**config.mk**
```make
export PLATFORM = sky130hd
export DESIGN_NAME = pgchk_top
export DESIGN_NICKNAME = d
export VERILOG_FILES = /design/src/rtl/pgchk_pkg.sv /design/src/rtl/pgchk_rights.sv /design/src/rtl/pgchk_fault.sv /design/src/rtl/pgchk_top.sv
export SDC_FILE = /design/constraint.sdc
export NUM_CORES = 1
export LEC_CHECK = 0
export BUFFER_PORTS_ARGS = -buffer_cell sky130_fd_sc_hd__buf_2
export CAP_MARGIN = 25
export CORE_MARGIN = 2
export CORE_UTILIZATION = 30
export CTS_CLUSTER_DIAMETER = 30
export DETAILED_ROUTE_END_ITERATION = 6
export PLACE_DENSITY_LB_ADDON = 0.08
export SYNTH_ARGS = -nofsm -noshare
export SYNTH_HDL_FRONTEND = slang
export SYNTH_SLANG_ARGS = --single-unit
```
**constraint.sdc**
```tcl
create_clock -name clk -period 3.35 [get_ports clk]
set_input_delay 0 -clock clk [delete_from_list [all_inputs] [get_ports clk]]
set_output_delay 0 -clock clk [all_outputs]
set_load 0.01 [all_outputs]
```
**src/rtl/pgchk_pkg.sv**
```systemverilog
package pgchk_pkg;

    typedef enum logic [1:0] {
        ACC_NONE  = 2'd0,
        ACC_READ  = 2'd1,
        ACC_WRITE = 2'd2,
        ACC_EXEC  = 2'd3
    } acc_e;

    typedef enum logic [3:0] {
        FLT_NONE        = 4'd0,
        FLT_IMISS       = 4'd1,
        FLT_DMISS       = 4'd2,
        FLT_DMISS_NA    = 4'd3,
        FLT_INSN_PROT   = 4'd4,
        FLT_DATA_PROT   = 4'd5,
        FLT_DATA_RIGHTS = 4'd6,
        FLT_DIRTY       = 4'd7,
        FLT_BREAK       = 4'd8,
        FLT_PAGE_REF    = 4'd9
    } flt_e;

    localparam int RIGHTS_W = 3;
    localparam int RB_READ  = 0;
    localparam int RB_WRITE = 1;
    localparam int RB_EXEC  = 2;

    localparam logic [RIGHTS_W-1:0] RIGHTS_ALL  = 3'b111;
    localparam logic [RIGHTS_W-1:0] RIGHTS_NOWR = 3'b101;
    localparam logic [RIGHTS_W-1:0] RIGHTS_XO   = 3'b100;

endpackage

```
**src/rtl/pgchk_rights.sv**
```systemverilog
module pgchk_rights
    import pgchk_pkg::*;
#(
    parameter int PRIV_W = 2,
    parameter int TYPE_W = 3
) (
    input  logic [PRIV_W-1:0]   priv,
    input  logic [PRIV_W-1:0]   rd_bound,
    input  logic [PRIV_W-1:0]   wr_bound,
    input  logic [TYPE_W-1:0]   ar_type,
    output logic [RIGHTS_W-1:0] rights
);

    logic may_rd;
    logic may_wr;
    logic may_ex;

    always_comb begin
        may_rd = (priv <= rd_bound);
        may_wr = (priv <= wr_bound);
        may_ex = (wr_bound <= priv) && (priv <= rd_bound);
    end

    always_comb begin
        rights = '0;
        if (ar_type[TYPE_W-1:2] != '0) begin
            rights[RB_EXEC] = may_ex;
        end else begin
            unique case (ar_type[1:0])
                2'd0: rights[RB_READ] = may_rd;
                2'd1: begin
                    rights[RB_READ]  = may_rd;
                    rights[RB_WRITE] = may_wr;
                end
                2'd2: begin
                    rights[RB_READ] = may_rd;
                    rights[RB_EXEC] = may_ex;
                end
                2'd3: begin
                    rights[RB_READ]  = may_rd;
                    rights[RB_WRITE] = may_wr;
                    rights[RB_EXEC]  = may_ex;
                end
                default: rights = '0;
            endcase
        end
    end

endmodule

```
**src/rtl/pgchk_fault.sv**
```systemverilog
module pgchk_fault
    import pgchk_pkg::*;
(
    input  acc_e                kind,
    input  logic [RIGHTS_W-1:0] rights_in,
    input  logic                dirty,
    input  logic                brk,
    input  logic                trap_ref,
    output logic [RIGHTS_W-1:0] rights_out,
    output flt_e                code,
    output logic                flag
);

    logic [RIGHTS_W-1:0] want;
    logic                granted;

    always_comb begin
        want = '0;
        unique case (kind)
            ACC_NONE:  want = '0;
            ACC_READ:  want[RB_READ]  = 1'b1;
            ACC_WRITE: want[RB_WRITE] = 1'b1;
            ACC_EXEC:  want[RB_EXEC]  = 1'b1;
            default:   want = '0;
        endcase
        granted = |(want & rights_in);
    end

    always_comb begin
        rights_out = rights_in;
        code       = FLT_NONE;
        if (kind == ACC_NONE) begin
            code = FLT_NONE;
        end else if (!granted) begin
            if (kind == ACC_EXEC)           code = FLT_INSN_PROT;
            else if (rights_in[RB_READ])    code = FLT_DATA_PROT;
            else                            code = FLT_DATA_RIGHTS;
        end else begin
            // lowest priority first; later stages overwrite
            if (!dirty) begin
                if (kind == ACC_WRITE) code = FLT_DIRTY;
                rights_out = rights_out & RIGHTS_NOWR;
            end
            if (brk) begin
                if (kind == ACC_WRITE) code = FLT_BREAK;
                rights_out = rights_out & RIGHTS_NOWR;
            end
            if (trap_ref) begin
                if (kind != ACC_EXEC) code = FLT_PAGE_REF;
                rights_out = rights_out & RIGHTS_XO;
            end
        end
        flag = (kind != ACC_NONE) && (!granted || (code != FLT_NONE));
    end

endmodule

```
**src/rtl/pgchk_top.sv**
```systemverilog
module pgchk_top
    import pgchk_pkg::*;
#(
    parameter int ADDR_W = 32,
    parameter int OFS_W  = 12
) (
    input  logic                 clk,
    input  logic                 rst_n,
    input  logic                 req_valid,
    input  logic                 req_phys,
    input  logic                 req_hit,
    input  logic                 req_xlate_query,
    input  logic [1:0]           req_kind,
    input  logic [1:0]           req_priv,
    input  logic [ADDR_W-1:0]    req_vaddr,
    input  logic [ADDR_W-OFS_W-1:0] ent_ppn,
    input  logic [2:0]           ent_type,
    input  logic [1:0]           ent_pl1,
    input  logic [1:0]           ent_pl2,
    input  logic                 ent_dirty,
    input  logic                 ent_break,
    input  logic                 ent_trap,
    output logic                 rsp_valid,
    output logic [2:0]           rsp_rights,
    output logic                 rsp_fault_valid,
    output logic [3:0]           rsp_fault,
    output logic [ADDR_W-1:0]    rsp_paddr
);

    localparam int PPN_W = ADDR_W - OFS_W;

    typedef enum logic {
        ST_IDLE = 1'b0,
        ST_RESP = 1'b1
    } state_e;

    state_e state_q;
    state_e state_d;

    logic [RIGHTS_W-1:0] raw_rights;
    logic [RIGHTS_W-1:0] chk_rights;
    flt_e                chk_code;
    logic                chk_flag;
    acc_e                kind;

    logic [RIGHTS_W-1:0] nxt_rights;
    flt_e                nxt_code;
    logic                nxt_flag;
    logic [ADDR_W-1:0]   nxt_paddr;

    logic [RIGHTS_W-1:0] rights_q;
    flt_e                code_q;
    logic                flag_q;
    logic [ADDR_W-1:0]   paddr_q;

    assign kind = acc_e'(req_kind);

    pgchk_rights #(.PRIV_W(2), .TYPE_W(3)) u_rights (
        .priv     (req_priv),
        .rd_bound (ent_pl1),
        .wr_bound (ent_pl2),
        .ar_type  (ent_type),
        .rights   (raw_rights)
    );

    pgchk_fault u_fault (
        .kind       (kind),
        .rights_in  (raw_rights),
        .dirty      (ent_dirty),
        .brk        (ent_break),
        .trap_ref   (ent_trap),
        .rights_out (chk_rights),
        .code       (chk_code),
        .flag       (chk_flag)
    );

    // result select: bypass, miss, or checked entry
    always_comb begin
        if (req_phys) begin
            nxt_rights = RIGHTS_ALL;
            nxt_code   = FLT_NONE;
            nxt_flag   = 1'b0;
            nxt_paddr  = req_vaddr;
        end else if (!req_hit) begin
            nxt_rights = '0;
            nxt_flag   = 1'b1;
            nxt_paddr  = '0;
            if (kind == ACC_EXEC)     nxt_code = FLT_IMISS;
            else if (req_xlate_query) nxt_code = FLT_DMISS_NA;
            else                      nxt_code = FLT_DMISS;
        end else begin
            nxt_rights = chk_rights;
            nxt_code   = chk_code;
            nxt_flag   = chk_flag;
            nxt_paddr  = {ent_ppn[PPN_W-1:0], req_vaddr[OFS_W-1:0]};
        end
    end

    // state register
    always_ff @(posedge clk) begin
        if (!rst_n) state_q <= ST_IDLE;
        else        state_q <= state_d;
    end

    // transitions: ACCEPT, WAIT, STREAM, DRAIN
    always_comb begin
        state_d = state_q;
        unique case (state_q)
            ST_IDLE: state_d = req_valid ? ST_RESP : ST_IDLE;
            ST_RESP: state_d = req_valid ? ST_RESP : ST_IDLE;
            default: state_d = ST_IDLE;
        endcase
    end

    always_ff @(posedge clk) begin
        if (!rst_n) begin
            rights_q <= '0;
            code_q   <= FLT_NONE;
            flag_q   <= 1'b0;
            paddr_q  <= '0;
        end else if (req_valid) begin
            rights_q <= nxt_rights;
            code_q   <= nxt_code;
            flag_q   <= nxt_flag;
            paddr_q  <= nxt_paddr;
        end
    end

    // outputs
    always_comb begin
        rsp_valid       = (state_q == ST_RESP);
        rsp_rights      = rights_q;
        rsp_fault       = code_q;
        rsp_fault_valid = flag_q;
        rsp_paddr       = paddr_q;
    end

endmodule

```
==> reports/results.tsv <==
stage	metric	value	unit
timing	final.setup.tns	0	ns
global_route	grt_pass1_vias	2005	
pwr	power_leakage	1.53	nW
placed_design	placed_area	0.00268	mm2
placed_design	place_ws	1.66	ns
run	cap_violations	0	
clock_tree	clkTransAtPathRegs	0.08	ns
critical_path	worst_setup_path_start_kind	primary input	
floorplan	placementRows	30	
placed_design	dpl.hpwl	3.89	mm
floorplan	core_area	0.00672	mm2
critical_path	arrival	1.60	ns
floorplan	die_height	87.0	um
floorplan	dieArea	0.00757	mm2
clock_tree	cts_tree	built	
placed_design	portBuffers	112	
global_route	track_usage	15.2	%
synthesis	synth_seq_area_share	39.7	%
synthesis	syn_area_per_cell	8.79	um2
pwr	power_switching	0.000309	W
timing	worst_slew_pin_slew	0.890	ns
placed_design	place_congestion	0.803	
worst_hold_path	hold_path.class	primary input to register	
finish	stdcell_area	0.00292	mm2
critical_path	worstPathRequired	3.59	ns
route	wl_per_cell	13.1	um
timing	fmax	731	MHz
pwr	combPwrFrac	20.3	%
pwr	clkPwrFrac	35.0	%
critical_path	reg2reg_slack	2.46	ns
clock_tree	clock_latency	0.29	ns
timing	rsz0062_at_grt	no	
synthesis	ys_ff_latch	41	
floorplan	start_util	30.7	%
synthesis	yosys.area.top_type	dfxtp_1	
synthesis	synth_cells	235	
timing	fin_ws	1.98	ns
timing	slew_headroom	40.5	%
run_status	outcome	complete, no violations	
route	routed_wl	5.69	mm
timing	hold_viol	0	
synthesis	yosysWarnings	0	
finish	diodes	0	
clock_tree	clockBufferDepth	2	
clock_tree	cts_root_buffer	clkbuf_8	
floorplan	die_width	87.0	um
clock_tree	htreeDepth	2	
finish	layout.nets	429	
pwr	p_int	0.000878	W
route	drc	0	
global_route	grt_pass1_wl	9.21	mm
synthesis	synth_area	0.00207	mm2
finish	area_growth	41.4	%
pwr	peakVddDrop	0.000162	V
finish	num-fill-cells	697	
floorplan	ios	113	
pwr	p_seq_share	44.7	%
timing	layout_min_cycle_time	1.37	ns
route	first_pass_iters	4	
route	drt_iter0_drc	46	
timing	finalSetupViolations	0	
clock_tree	cts_setup_buffers	0	
timing	report.final.slew_viol_count	0	
route	routed_via_density	4.79	
synthesis	synth_top_area_share	39.7	%
critical_path	crit_path_end_kind	register	
route	vias	2081	
pwr	power.share.switching	26.0	%
synthesis	synthTopCellsByArea	dfxtp_1 40%, o211a_1 9.7%, nor2b_1 9.4%	
finish	drive_gt1_share	36.4	%
clock_tree	numCtsBuffers	5	
global_route	antenna_found_initial	0	
global_route	gr-total-overflow	0	
pwr	power_density	406	mW/mm2
timing	hold_slack	0.0450	ns
synthesis	yosysUniqueCellTypes	38	
finish	post-route-util	43.5	%
global_route	grt_max_degree	42	
synthesis	synthesis.nets	311	
clock_tree	cts_sinks	41	
timing	final.period_utilization	40.8	%
route	ant_nets	0	
critical_path	path_max_fanout	34	
timing	finalClockSkew	0	ns
critical_path	path_class	primary input to register	
-- registers in the layout, indices dropped and copies added, names as in the netlist --
signal and cells:
rsp_rights 3, rsp_fault 4, rsp_paddr 32, rsp_fault_valid 1, rsp_valid 1
-- power by group through the flow --
stage / clock (W) / sequential, W / combinational (W)
after global placement: 0 / 0.000541 / 0.000232
after detailed placement: 0 / 0.000541 / 0.000232
after floorplan: 0 / 0.000556 / 0.000119
after CTS: 0.000430 / 0.000531 / 0.000245
final: 0.000416 / 0.000530 / 0.000241
after global routing: 0.000444 / 0.000534 / 0.000272
-- kinds of logic (layout without fill, tap and decap cells) --
family          after synthesis  after routing  synth area share (%)
simple gates                 87             87                  22.6
compound gates               82             82                  31.1
flops                        41             41                  39.7
buf+inv                      21            140                  4.12
fa+ha+maj                     4              4                  2.42
-- cell usage after synthesis --
library cell,n
a211o_2,1
a21o_1,1
buf_2,5
a32oi_4,1
inv_1,5
and2b_1,4
and2_1,4
o21ai_4,1
nor2b_1,31
o32ai_1,1
a22oi_1,20
o31ai_1,1
o21ai_0,7
dfxtp_1,41
nand2_2,1
o31ai_2,1
and3_1,1
nand2_1,30
a31oi_1,1
nor4_1,1
o22ai_1,1
a221oi_1,1
o311ai_1,1
buf_1,1
nor3_1,1
o211ai_2,1
o211ai_1,1
nor2b_4,1
nor2_1,4
a21o_2,1
a21oi_1,20
nand2b_1,4
nand3b_1,1
o211a_1,20
a311oi_1,1
clkbuf_1,10
ha_1,4
nand3_1,4
-- path summary, 6_finish.rpt --
path | start | to | cells past startpoint
worst max register to register | rsp_fault[1] | rsp_fault[1] | 3
worst min-delay path | ent_ppn[9] | rsp_paddr[21] | 4
worst max-delay path | req_valid | rsp_paddr[11] | 4
worst min register to register | rsp_fault[2] | rsp_fault[2] | 2
-- layer usage --
| layer | GRT usage (%) | vias up | wire length (um) |
|---|---|---|---|
| met5 | 0 | - | 0 |
| met4 | 4.69 | 0 | 74 |
| met3 | 4.45 | 7 | 401 |
| met2 | 25.7 | 68 | 2640 |
| met1 | 18.5 | 928 | 2570 |
| li1 | - | 1078 | - |
-- area by class of cell --
type	instances	area [um2]	share of cell area (%)
Timing Repair Buffer	127	706	24.2
Inverter	5	18.8	0.642
Sequential cell	41	821	28.1
Tap cell	80	100	3.43
Clock inverter	1	30.0	1.03
Clock buffer	7	86.3	2.96
Multi-Input combinational cell	173	1160	39.7
-- layout by cell type (no fill, tap or decap), drive strengths merged, types with 5 or more instances in the layout --
cell type,count
clkbuf,7
a22oi,20
dlygate4sd3,13
nor2b,32
buf,114
inv,5
a21oi,20
o21ai,8
nand2,31
o211a,20
dfxtp,41
-- critical path: stages --
cell     delay (ns)
buf_2          0.48
nor2b_1        0.79
a21oi_1        0.19
nor2b_1        0.13
-- per-stage QoR --
step	power, W	cells
5_1_grt	0.00125	434
6_report	0.00119	434
3_5_place_dp	0.000773	413
2_1_floorplan	0.000675	235
4_1_cts	0.00121	434
3_3_place_gp	0.000773	413
-- what timing repair did --
item | CTS | global route
hold buffers | 13 | 0
endpoints found under the hold margin | 13 | 0
resized for setup | 0 | 0
No activity file was read; power rests on OpenSTA's default activity.
